--- config.mk ---
export PLATFORM = sky130hd
export DESIGN_NAME = trip_guard
export DESIGN_NICKNAME = d
export VERILOG_FILES = /design/src/rtl/trip_guard.sv
export SDC_FILE = /design/constraint.sdc
export NUM_CORES = 1
export LEC_CHECK = 0
export ABC_CLOCK_PERIOD_IN_PS = 1680
export CORE_AREA = 2 2 39 41
export DETAILED_ROUTE_END_ITERATION = 8
export DIE_AREA = 0 0 41 43
export PLACE_DENSITY = 0.36
export SKIP_LAST_GASP = 1
export SLEW_MARGIN = 20
export SYNTH_ARGS = -nofsm -noshare
export SYNTH_HDL_FRONTEND = slang
export SYNTH_SLANG_ARGS = --single-unit
--- constraint.sdc ---
create_clock -name clk -period 1.68 [get_ports clk]
set_clock_uncertainty 0.15 [all_clocks]
set_input_delay 0.168 -clock clk [delete_from_list [all_inputs] [get_ports clk]]
set_output_delay 0.168 -clock clk [all_outputs]
set_load 0.1 [all_outputs]
--- src/rtl/trip_guard.sv ---
module trip_guard #(
  parameter int SYNC_STAGES = 2
) (
  input  logic clk,
  input  logic rst_n,
  input  logic trip_n,
  input  logic sw_force,
  input  logic sw_clear,
  input  logic irq_en,
  input  logic gate_a_in,
  input  logic gate_b_in,
  output logic gate_a_out,
  output logic gate_b_out,
  output logic tripped,
  output logic irq
);

  localparam int LAST = SYNC_STAGES - 1;

  logic [LAST:0] sync_q;
  logic          trip_seen;
  logic          set_req;
  logic          rise;
  logic          latch_q;
  logic          irq_q;

  generate
    if (SYNC_STAGES == 1) begin : g_one
      always_ff @(posedge clk) begin
        if (!rst_n) sync_q <= '1;
        else        sync_q <= trip_n;
      end
    end else begin : g_multi
      always_ff @(posedge clk) begin
        if (!rst_n) sync_q <= '1;
        else        sync_q <= {sync_q[LAST-1:0], trip_n};
      end
    end
  endgenerate

  assign trip_seen = ~sync_q[LAST];
  assign set_req   = trip_seen | sw_force;
  assign rise      = set_req & ~latch_q;

  always_ff @(posedge clk) begin
    if (!rst_n) begin
      latch_q <= 1'b0;
      irq_q   <= 1'b0;
    end else begin
      if (set_req)       latch_q <= 1'b1;
      else if (sw_clear) latch_q <= 1'b0;

      if (rise && irq_en) irq_q <= 1'b1;
      else if (sw_clear)  irq_q <= 1'b0;
    end
  end

  assign gate_a_out = gate_a_in & ~latch_q;
  assign gate_b_out = gate_b_in & ~latch_q;
  assign tripped    = latch_q;
  assign irq        = irq_q;

endmodule

Word-level counts from Yosys, hierarchy flattened

Index checks and enable logic that the tools add are counted.

Bits of input ports: 8
Register bits after elaboration: 4
Output and inout bits: 4

Reductions and logical operators: 3
Bitwise operators: 6
Mux-type cells: 3

Operators with widths:

| operator           | count |
|---|---|
| 2-bit nonzero test | 2 |
| 1-bit bitwise AND  | 3 |
| 1-bit two-way mux  | 3 |
| 1-bit inverter     | 2 |
| 1-bit logical AND  | 1 |
| 1-bit bitwise OR   | 1 |

Longest topological paths before layout

Gate-level depths: netlist of run 1.

Depth in word-level cells: 5
Depth in mapped cells: 3
Mapped depth without buffers: 3

Worst setup path after synthesis of run 1

OpenSTA, ideal clock, no wires.

Kind: register to output
From: reg latch_q (netlist: tripped)
To: out gate_a_out
Buffers on the path: 0
Arrival: 2.158 ns
Cell stages (with the launch flop): 2
Slack: -0.796 ns
Cells stage by stage: dfxtp_1 -> nor2b_1

Longest elaborated chain between the ends: 2

Ends and longest elaborated chain:

| what                     | RTL line | source |
|---|---|---|
| start: declaration       | 24       | `logic latch_q;` |
| start signal: assignment | 47       | `latch_q <= 1'b0;` |
| start signal: assignment | 50       | `if (set_req) latch_q <= 1'b1;` |
| start signal: assignment | 51       | `else if (sw_clear) latch_q <= 1'b0;` |
| 1-bit inverter           | 58       | `assign gate_a_out = gate_a_in & ~latch_q;` |
| 1-bit bitwise AND        | 58       |  |
| end: declaration         | 12       | `output logic gate_a_out,` |

No other way between the ends.

Worst setup path after layout of run 1

From: in gate_a_in
To: out gate_a_out

Longest elaborated chain between the ends: 1

Ends and longest elaborated chain:

| what               | RTL line | source |
|---|---|---|
| start: declaration | 10       | `input logic gate_a_in,` |
| 1-bit bitwise AND  | 58       |  |

No other way between the ends.

==> results of run 1 <==
## report_power, final
group          internal [µW]  switching (µW)
logic                   50.1            60.0
registers                101            6.63
clock network           79.8            37.3
## metal layers
| layer | GRT usage | routed length (µm) |
|---|---|---|
| met5 | 0 | 0 |
| met4 | 0.0400 | 0 |
| met3 | 0.0628 | 90 |
| met2 | 0.0750 | 128 |
| met1 | 0.0419 | 126 |
## stage by stage
step	power, µW	std cells
2_1_floorplan	171	14
3_3_place_gp	220	41
3_5_place_dp	220	41
4_1_cts	344	44
5_1_grt	359	44
6_report	335	44
## flip-flops by register name, summed over array words and instances (netlist names)
signal   flops
irq          1
sync_q       2
tripped      1
## path summary, 6_finish.rpt
kind | startpoint | end | slack (ns) | cells after the start
worst max-delay path | gate_a_in | gate_a_out | 0.41 | 3
worst min-delay path | sync_q[0]$_SDFF_PN1_ | sync_q[1]$_SDFF_PN1_ | 0.25 | 1
worst max register to register | tripped$_SDFFE_PN0P_ | irq$_SDFFE_PN0P_ | 0.77 | 2
worst min register to register | sync_q[0]$_SDFF_PN1_ | sync_q[1]$_SDFF_PN1_ | 0.25 | 1
## final cells by class
| cell class | count | area (µm²) | area share |
|---|---|---|---|
| Timing Repair Buffer | 11 | 150 | 0.408 |
| Clock buffer | 3 | 22.5 | 0.0612 |
| Tap cell | 16 | 20.0 | 0.0544 |
| Multi-Input combinational cell | 10 | 93.8 | 0.255 |
| Sequential cell | 4 | 81.3 | 0.221 |
## synth_stat cells (all sizes together)
cell type  count
nand2b         3
dfxtp          4
o21a           1
nor2b          4
a21boi         1
nor3b          1
## cell families after synthesis
family / after synthesis / share of synthesized area
flops: 4 / 0.504
compound gates: 2 / 0.0945
simple gates: 8 / 0.402
==> impl_metrics.py, run 1 <==
metrics = {
    "worst_setup_path": {
        "cp_slowest_stage_delay_ns": 0.45,
        "crit_path_cell_trace": "clkdlybuf4s50_1, nor2b_4, buf_12",
        "start_kind": "primary input",
        "cp.buffers_inverters": 2,
        "cp_top_family": "buffers and inverters",
        "critPathKind": "in -> out",
        "end_kind": "output port",
        "crit_slowest_cell": "clkdlybuf4s50_1",
        "worstPathArrival_ns": 0.95,
        "required_ns": 1.36,
        "cp_max_fo": 1,
    },
    "cells_and_area": {
        "drive_above_1_share": 0.429,
        "insertedDiodeCount": 0,
        "utilization": 0.266,
        "final_nets": 38,
        "final_common_cell": "clkdlybuf4s50_1",
        "final_area_um2": 368,
        "fillCellCount": 148,
        "layout_common_cells": "clkdlybuf4s50_1 (7), buf_12 (4)",
        "area_delta_synth_final_pct": 131,
    },
    "timing": {
        "fmax_ghz": 0.787,
        "hold_viol_final": 0,
        "worstMarginPinSlew_ns": 0.194,
        "fin_crit_sh": 0.756,
        "post-route-min-period_ns": 1.27,
        "setup_viol": 0,
        "rsz0062_at_grt": "false",
        "slew_viol_final": 0,
        "setup_tns_ns": 0,
        "holdWs_ns": 0.252,
        "worst_slack_ns": 0.409,
        "max_slew_margin": 0.871,
    },
    "clocking": {
        "post_cts_resize_count": 0,
        "clk_latency_ns": 0.23,
        "clk_path_buf_depth": 2,
        "cts.hold.buffers_added": 0,
        "tritoncts": "done",
        "clock_sinks": 4,
        "cts_root_buffer": "clkbuf_4",
        "cts_buffers": 3,
        "htreeDepth": 1,
        "path_clk_slew_ns": 0.03,
        "post_cts_buffers": 0,
    },
    "routing": {
        "vias": 142,
        "wl_per_cell_um": 7.84,
        "drc": 0,
        "vias_per_cell": 3.23,
        "finalWirelength_um": 345,
        "postRouteAntennaNets": 0,
        "drt_iter0_markers": 1,
        "first_pass_iters": 2,
    },
    "floorplan": {
        "ios": 12,
        "design.core.area_um2": 1380,
        "start_util": 0.115,
        "die_area_um2": 1760,
        "die_h_um": 43,
        "die_width_um": 41,
        "num_rows": 14,
    },
    "logic_synthesis": {
        "netlist.area_leader.share": 0.504,
        "synth.area.top_cells": "dfxtp_1 (50%), nand2b_1 (12%), nor2b_1 (12%), nor2b_4 (8.7%), nor3b_2 (7.9%)",
        "synth_seq_area_share": 0.504,
        "yosysWarnings": 0,
        "syn_nets": 22,
        "ys_types": 7,
        "yosysTopAreaCell": "dfxtp_1",
        "synth_cells": 14,
        "netlist_area_um2": 159,
        "syn_area_per_cell_um2": 11.4,
        "synth-seq-cells": 4,
    },
    "grt": {
        "antenna_found_initial": 0,
        "gr-total-overflow": 0,
        "grt_max_degree": 6,
        "grt_pass1_wl_um": 586,
        "grt_pass1_vias": 173,
        "gr-usage-all-layers": 0.0553,
    },
    "place": {
        "finalWeightedCongestion": 0.588,
        "io_buffers": 11,
        "dp_slack_ns": 0.408,
        "placed_cell_area_um2": 345,
    },
    "worst_hold_path": {
        "hold_path.class": "reg -> reg",
    },
    "pwr": {
        "leakage_uw": 0.000153,
        "powerDensity_nw_per_um2": 911,
        "ir_drop_mv": 0.308,
    },
    "run_status": {
        "status": "complete, no violations",
    },
    "run": {
        "drv_cap": 0,
    },
}
Power figures use the tool's default switching activity.
==> run 2, diff against run 1 <==
ABC_CLOCK_PERIOD_IN_PS = 1300   (was 1680)
clock period = 1.3 ns   (was 1.68 ns; I/O delays follow)
==> impl_metrics.py, run 2 (synthesis results as in run 1) <==
metrics = {
    "run_status": {
        "status": "complete, no violations",
    },
    "worst_setup_path": {
        "end_kind": "output port",
        "worstPathArrival_ns": 0.92,
        "crit_path_cell_trace": "nor2b_4, buf_12",
        "cp_top_family": "flip-flops",
        "cp_max_fo": 5,
        "start_kind": "flip-flop",
        "critPathKind": "reg -> out",
        "cp.buffers_inverters": 1,
        "required_ns": 1.02,
        "cp_slowest_stage_delay_ns": 0.37,
        "crit_slowest_cell": "dfxtp_4",
    },
    "place": {
        "placed_cell_area_um2": 349,
        "io_buffers": 11,
        "finalWeightedCongestion": 0.592,
    },
    "cells_and_area": {
        "drive_above_1_share": 0.448,
        "insertedDiodeCount": 0,
        "final_area_um2": 375,
        "final_nets": 38,
        "fillCellCount": 143,
        "final_common_cell": "clkdlybuf4s50_1",
        "layout_common_cells": "clkdlybuf4s50_1 (7), buf_12 (4), nor2b_4 (3), nand2b_1 (3), clkbuf_4 (3)",
        "largest_register": "sync_q",
        "area_delta_synth_final_pct": 136,
        "largest_register_ffs": 2,
    },
    "grt": {
        "grt_max_degree": 6,
        "antenna_found_initial": 0,
        "gr-usage-all-layers": 0.0563,
        "grt_pass1_vias": 166,
        "gr-total-overflow": 0,
        "grt_pass1_wl_um": 621,
    },
    "clocking": {
        "cts_buffers": 3,
        "cts_root_buffer": "clkbuf_4",
        "post_cts_resize_count": 0,
        "post_cts_buffers": 0,
        "clk_latency_ns": 0.24,
        "path_clk_slew_ns": 0.04,
        "tritoncts": "done",
        "cts.hold.buffers_added": 0,
        "clk_path_buf_depth": 2,
        "htreeDepth": 1,
        "clock_sinks": 4,
    },
    "floorplan": {
        "num_rows": 14,
        "start_util": 0.115,
        "ios": 12,
        "design.core.area_um2": 1380,
        "die_h_um": 43,
        "die_area_um2": 1760,
        "die_width_um": 41,
    },
    "timing": {
        "slew_viol_final": 0,
        "holdWs_ns": 0.251,
        "fmax_ghz": 0.831,
        "worstMarginPinSlew_ns": 0.125,
        "fin_crit_sh": 0.926,
        "setup_viol": 0,
        "setup_tns_ns": 0,
        "rsz0062_at_grt": "false",
        "post-route-min-period_ns": 1.20,
        "max_slew_margin": 0.916,
        "hold_viol_final": 0,
    },
    "routing": {
        "vias_per_cell": 3.33,
        "vias": 150,
        "first_pass_iters": 2,
        "drt_iter0_markers": 1,
        "wl_per_cell_um": 7.73,
        "finalWirelength_um": 348,
        "drc": 0,
        "postRouteAntennaNets": 0,
    },
    "pwr": {
        "powerDensity_nw_per_um2": 1200,
        "ir_drop_mv": 0.466,
        "leakage_uw": 0.000155,
        "finalPower_uw": 449,
    },
    "run": {
        "drv_cap": 0,
    },
    "worst_hold_path": {
        "hold_path.class": "reg -> reg",
    },
}
run 2: area by class of cell:
| class | instances | area [µm²] | area share |
|---|---|---|---|
| flip-flops and latches | 4 | 85.1 | 0.227 |
| clock buffers | 4 | 26.3 | 0.0700 |
| repair buffers | 11 | 150 | 0.400 |
| multi-input cells | 10 | 93.8 | 0.250 |
| well taps | 16 | 20.0 | 0.0533 |
run 2: report_power, final:
| part | switching, µW | leakage [µW] | internal (µW) | total [µW] |
|---|---|---|---|---|
| clock network | 51.9 | 0.0000150 | 115 | 167 |
| logic | 77.4 | 0.000106 | 65.0 | 142 |
| registers | 8.91 | 0.0000341 | 130 | 139 |
run 2: path summary, 6_finish.rpt:
| kind | start | to | slack, ns | cells after the start |
|---|---|---|---|---|
| max | tripped$_SDFFE_PN0P_ | gate_b_out | 0.1 | 2 |
| min | sync_q[0]$_SDFF_PN1_ | sync_q[1]$_SDFF_PN1_ | 0.25 | 1 |
| max reg2reg | sync_q[1]$_SDFF_PN1_ | irq$_SDFFE_PN0P_ | 0.41 | 3 |
| min reg2reg | sync_q[0]$_SDFF_PN1_ | sync_q[1]$_SDFF_PN1_ | 0.25 | 1 |
run 2: per-stage QoR:
step	worst slack (ns)	std cells	util
2_1_floorplan	0.0352	14	-
3_3_place_gp	0.110	41	0.252
3_5_place_dp	0.0949	41	0.252
4_1_cts	0.0809	45	0.271
5_1_grt	0.0525	45	0.271
6_report	0.0964	45	0.271
run 2: layer usage:
metal	track usage	wire length, µm	up-vias
met5	0	0	-
met4	0.0200	0	0
met3	0.0628	70	0
met2	0.0813	142	14
met1	0.0484	134	62
li1	-	-	74
==> run 3, diff against run 2 <==
ABC_CLOCK_PERIOD_IN_PS = 1200   (was 1300)
GPL_ROUTABILITY_DRIVEN = 1   (was default)
PLACE_DENSITY = default   (was 0.36)
clock period = 1.2 ns   (was 1.3 ns; I/O delays follow)
==> impl_metrics.py, run 3 (synthesis results as in run 1) <==
metrics = {
    "run_status": {
        "status": "complete, no violations",
    },
    "routing": {
        "wl_per_cell_um": 7.24,
        "postRouteAntennaNets": 0,
        "drc": 0,
        "vias": 158,
        "finalWirelength_um": 333,
        "vias_per_cell": 3.43,
        "drt_iter0_markers": 1,
        "first_pass_iters": 3,
    },
    "place": {
        "placed_cell_area_um2": 349,
        "finalWeightedCongestion": 0.572,
        "io_buffers": 11,
        "dp_slack_ns": 0.0184,
        "placedCellCount": 41,
    },
    "timing": {
        "post-route-min-period_ns": 1.19,
        "worst_slack_ns": 0.0143,
        "max_slew_margin": 0.909,
        "worstMarginPinSlew_ns": 0.136,
        "hold_viol_final": 0,
        "fmax_ghz": 0.843,
        "setup_tns_ns": 0,
        "rsz0062_at_grt": "true",
        "setup_viol": 0,
        "slew_viol_final": 0,
        "fin_crit_sh": 0.988,
    },
    "grt": {
        "gr-total-overflow": 0,
        "grt_pass1_wl_um": 524,
        "grt_pass1_vias": 146,
        "gr-usage-all-layers": 0.0513,
        "grt_max_degree": 5,
        "antenna_found_initial": 0,
    },
    "floorplan": {
        "die_area_um2": 1760,
        "die_h_um": 43,
        "num_rows": 14,
        "start_util": 0.115,
        "ios": 12,
        "die_width_um": 41,
        "design.core.area_um2": 1380,
    },
    "cells_and_area": {
        "largest_register_ffs": 2,
        "utilization": 0.278,
        "final_nets": 39,
        "final_common_cell": "clkdlybuf4s50_1",
        "seqCellArea_um2": 85.1,
        "largest_register": "sync_q",
        "insertedDiodeCount": 0,
        "finalNonFillerCells": 46,
        "drive_above_1_share": 0.467,
        "final_area_um2": 385,
        "area_delta_synth_final_pct": 143,
        "fillCellCount": 150,
        "multi_input_area_um2": 93.8,
        "layout_common_cells": "clkdlybuf4s50_1 (6), buf_12 (4), nor2b_4 (3), nand2b_1 (3), clkbuf_4 (3)",
    },
    "worst_setup_path": {
        "regToRegSetupSlack_ns": 0.20,
        "crit_path_cell_trace": "nor2b_4, buf_12",
        "cp.buffers_inverters": 1,
        "cp_slowest_stage_delay_ns": 0.37,
        "start_kind": "flip-flop",
        "end_kind": "output port",
        "required_ns": 0.93,
        "crit_slowest_cell": "dfxtp_4",
        "cp_max_fo": 4,
        "critPathKind": "reg -> out",
        "cp_top_family": "flip-flops",
        "worstPathArrival_ns": 0.92,
    },
    "clocking": {
        "clock_sinks": 4,
        "cts_root_buffer": "clkbuf_4",
        "path_clk_slew_ns": 0.04,
        "htreeDepth": 1,
        "tritoncts": "done",
        "clk_path_buf_depth": 2,
        "clk_latency_ns": 0.24,
        "cts.hold.buffers_added": 0,
        "cts_buffers": 3,
    },
    "pwr": {
        "powerDensity_nw_per_um2": 1280,
        "ir_drop_mv": 0.335,
        "leakage_uw": 0.000169,
    },
    "run": {
        "drv_cap": 0,
    },
    "worst_hold_path": {
        "hold_path.class": "reg -> reg",
    },
}
run 3: cell count changes in the layout (fill, tap and decap cells not counted):
cell and delta:
buf_4 +1, clkdlybuf4s50_1 -1, dlymetal6s2s_1 +1
run 3: power breakdown:
| group | leakage [µW] | internal (µW) | switching, µW |
|---|---|---|---|
| registers | 0.0000341 | 141 | 8.69 |
| clock network | 0.0000150 | 125 | 60.1 |
| logic | 0.000120 | 72.7 | 84.9 |
run 3: worst paths after layout:
| check | cells past startpoint | to | startpoint |
|---|---|---|---|
| worst max-delay path | 2 | gate_a_out | tripped$_SDFFE_PN0P_ |
| worst min-delay path | 1 | sync_q[1]$_SDFF_PN1_ | sync_q[0]$_SDFF_PN1_ |
| worst max register to register | 3 | irq$_SDFFE_PN0P_ | tripped$_SDFFE_PN0P_ |
| worst min register to register | 1 | sync_q[1]$_SDFF_PN1_ | sync_q[0]$_SDFF_PN1_ |
run 3: timing repair:
action / in CTS / in global routing
endpoints found under the setup margin: 2 / 2
resized for setup: 0 / 1
buffers inserted: 1 / 0
run 3: worst register-to-register path, stage by stage (launching register included):
cell and delay [ns]:
dfxtp_4 0.37, buf_4 0.14, nor3b_2 0.16, o21a_1 0.12
run 3: per-layer routing:
| metal | GRT usage | part of all wire | vias to the layer above |
|---|---|---|---|
| li1 | - | - | 76 |
| met1 | 0.0419 | 0.39 | 66 |
| met2 | 0.0563 | 0.34 | 14 |
| met3 | 0.0419 | 0.23 | 2 |
| met4 | 0.0800 | 0.045 | 0 |
| met5 | 0 | 0 | - |
run 3: final cells by class:
cell class              count  share of cell area
multi-input cells          10               0.244
well taps                  16              0.0519
clock buffers               4              0.0682
repair buffers             12               0.416
flip-flops and latches      4               0.221
run 3: through the flow:
| step | hold slack, ns | total power (µW) |
|---|---|---|
| final | 0.241 | 493 |
| after floorplan | 0.0430 | 239 |
| after CTS | 0.248 | 506 |
| after global routing | 0.274 | 520 |
| after global placement | 0.243 | 307 |
| after detailed placement | 0.246 | 308 |
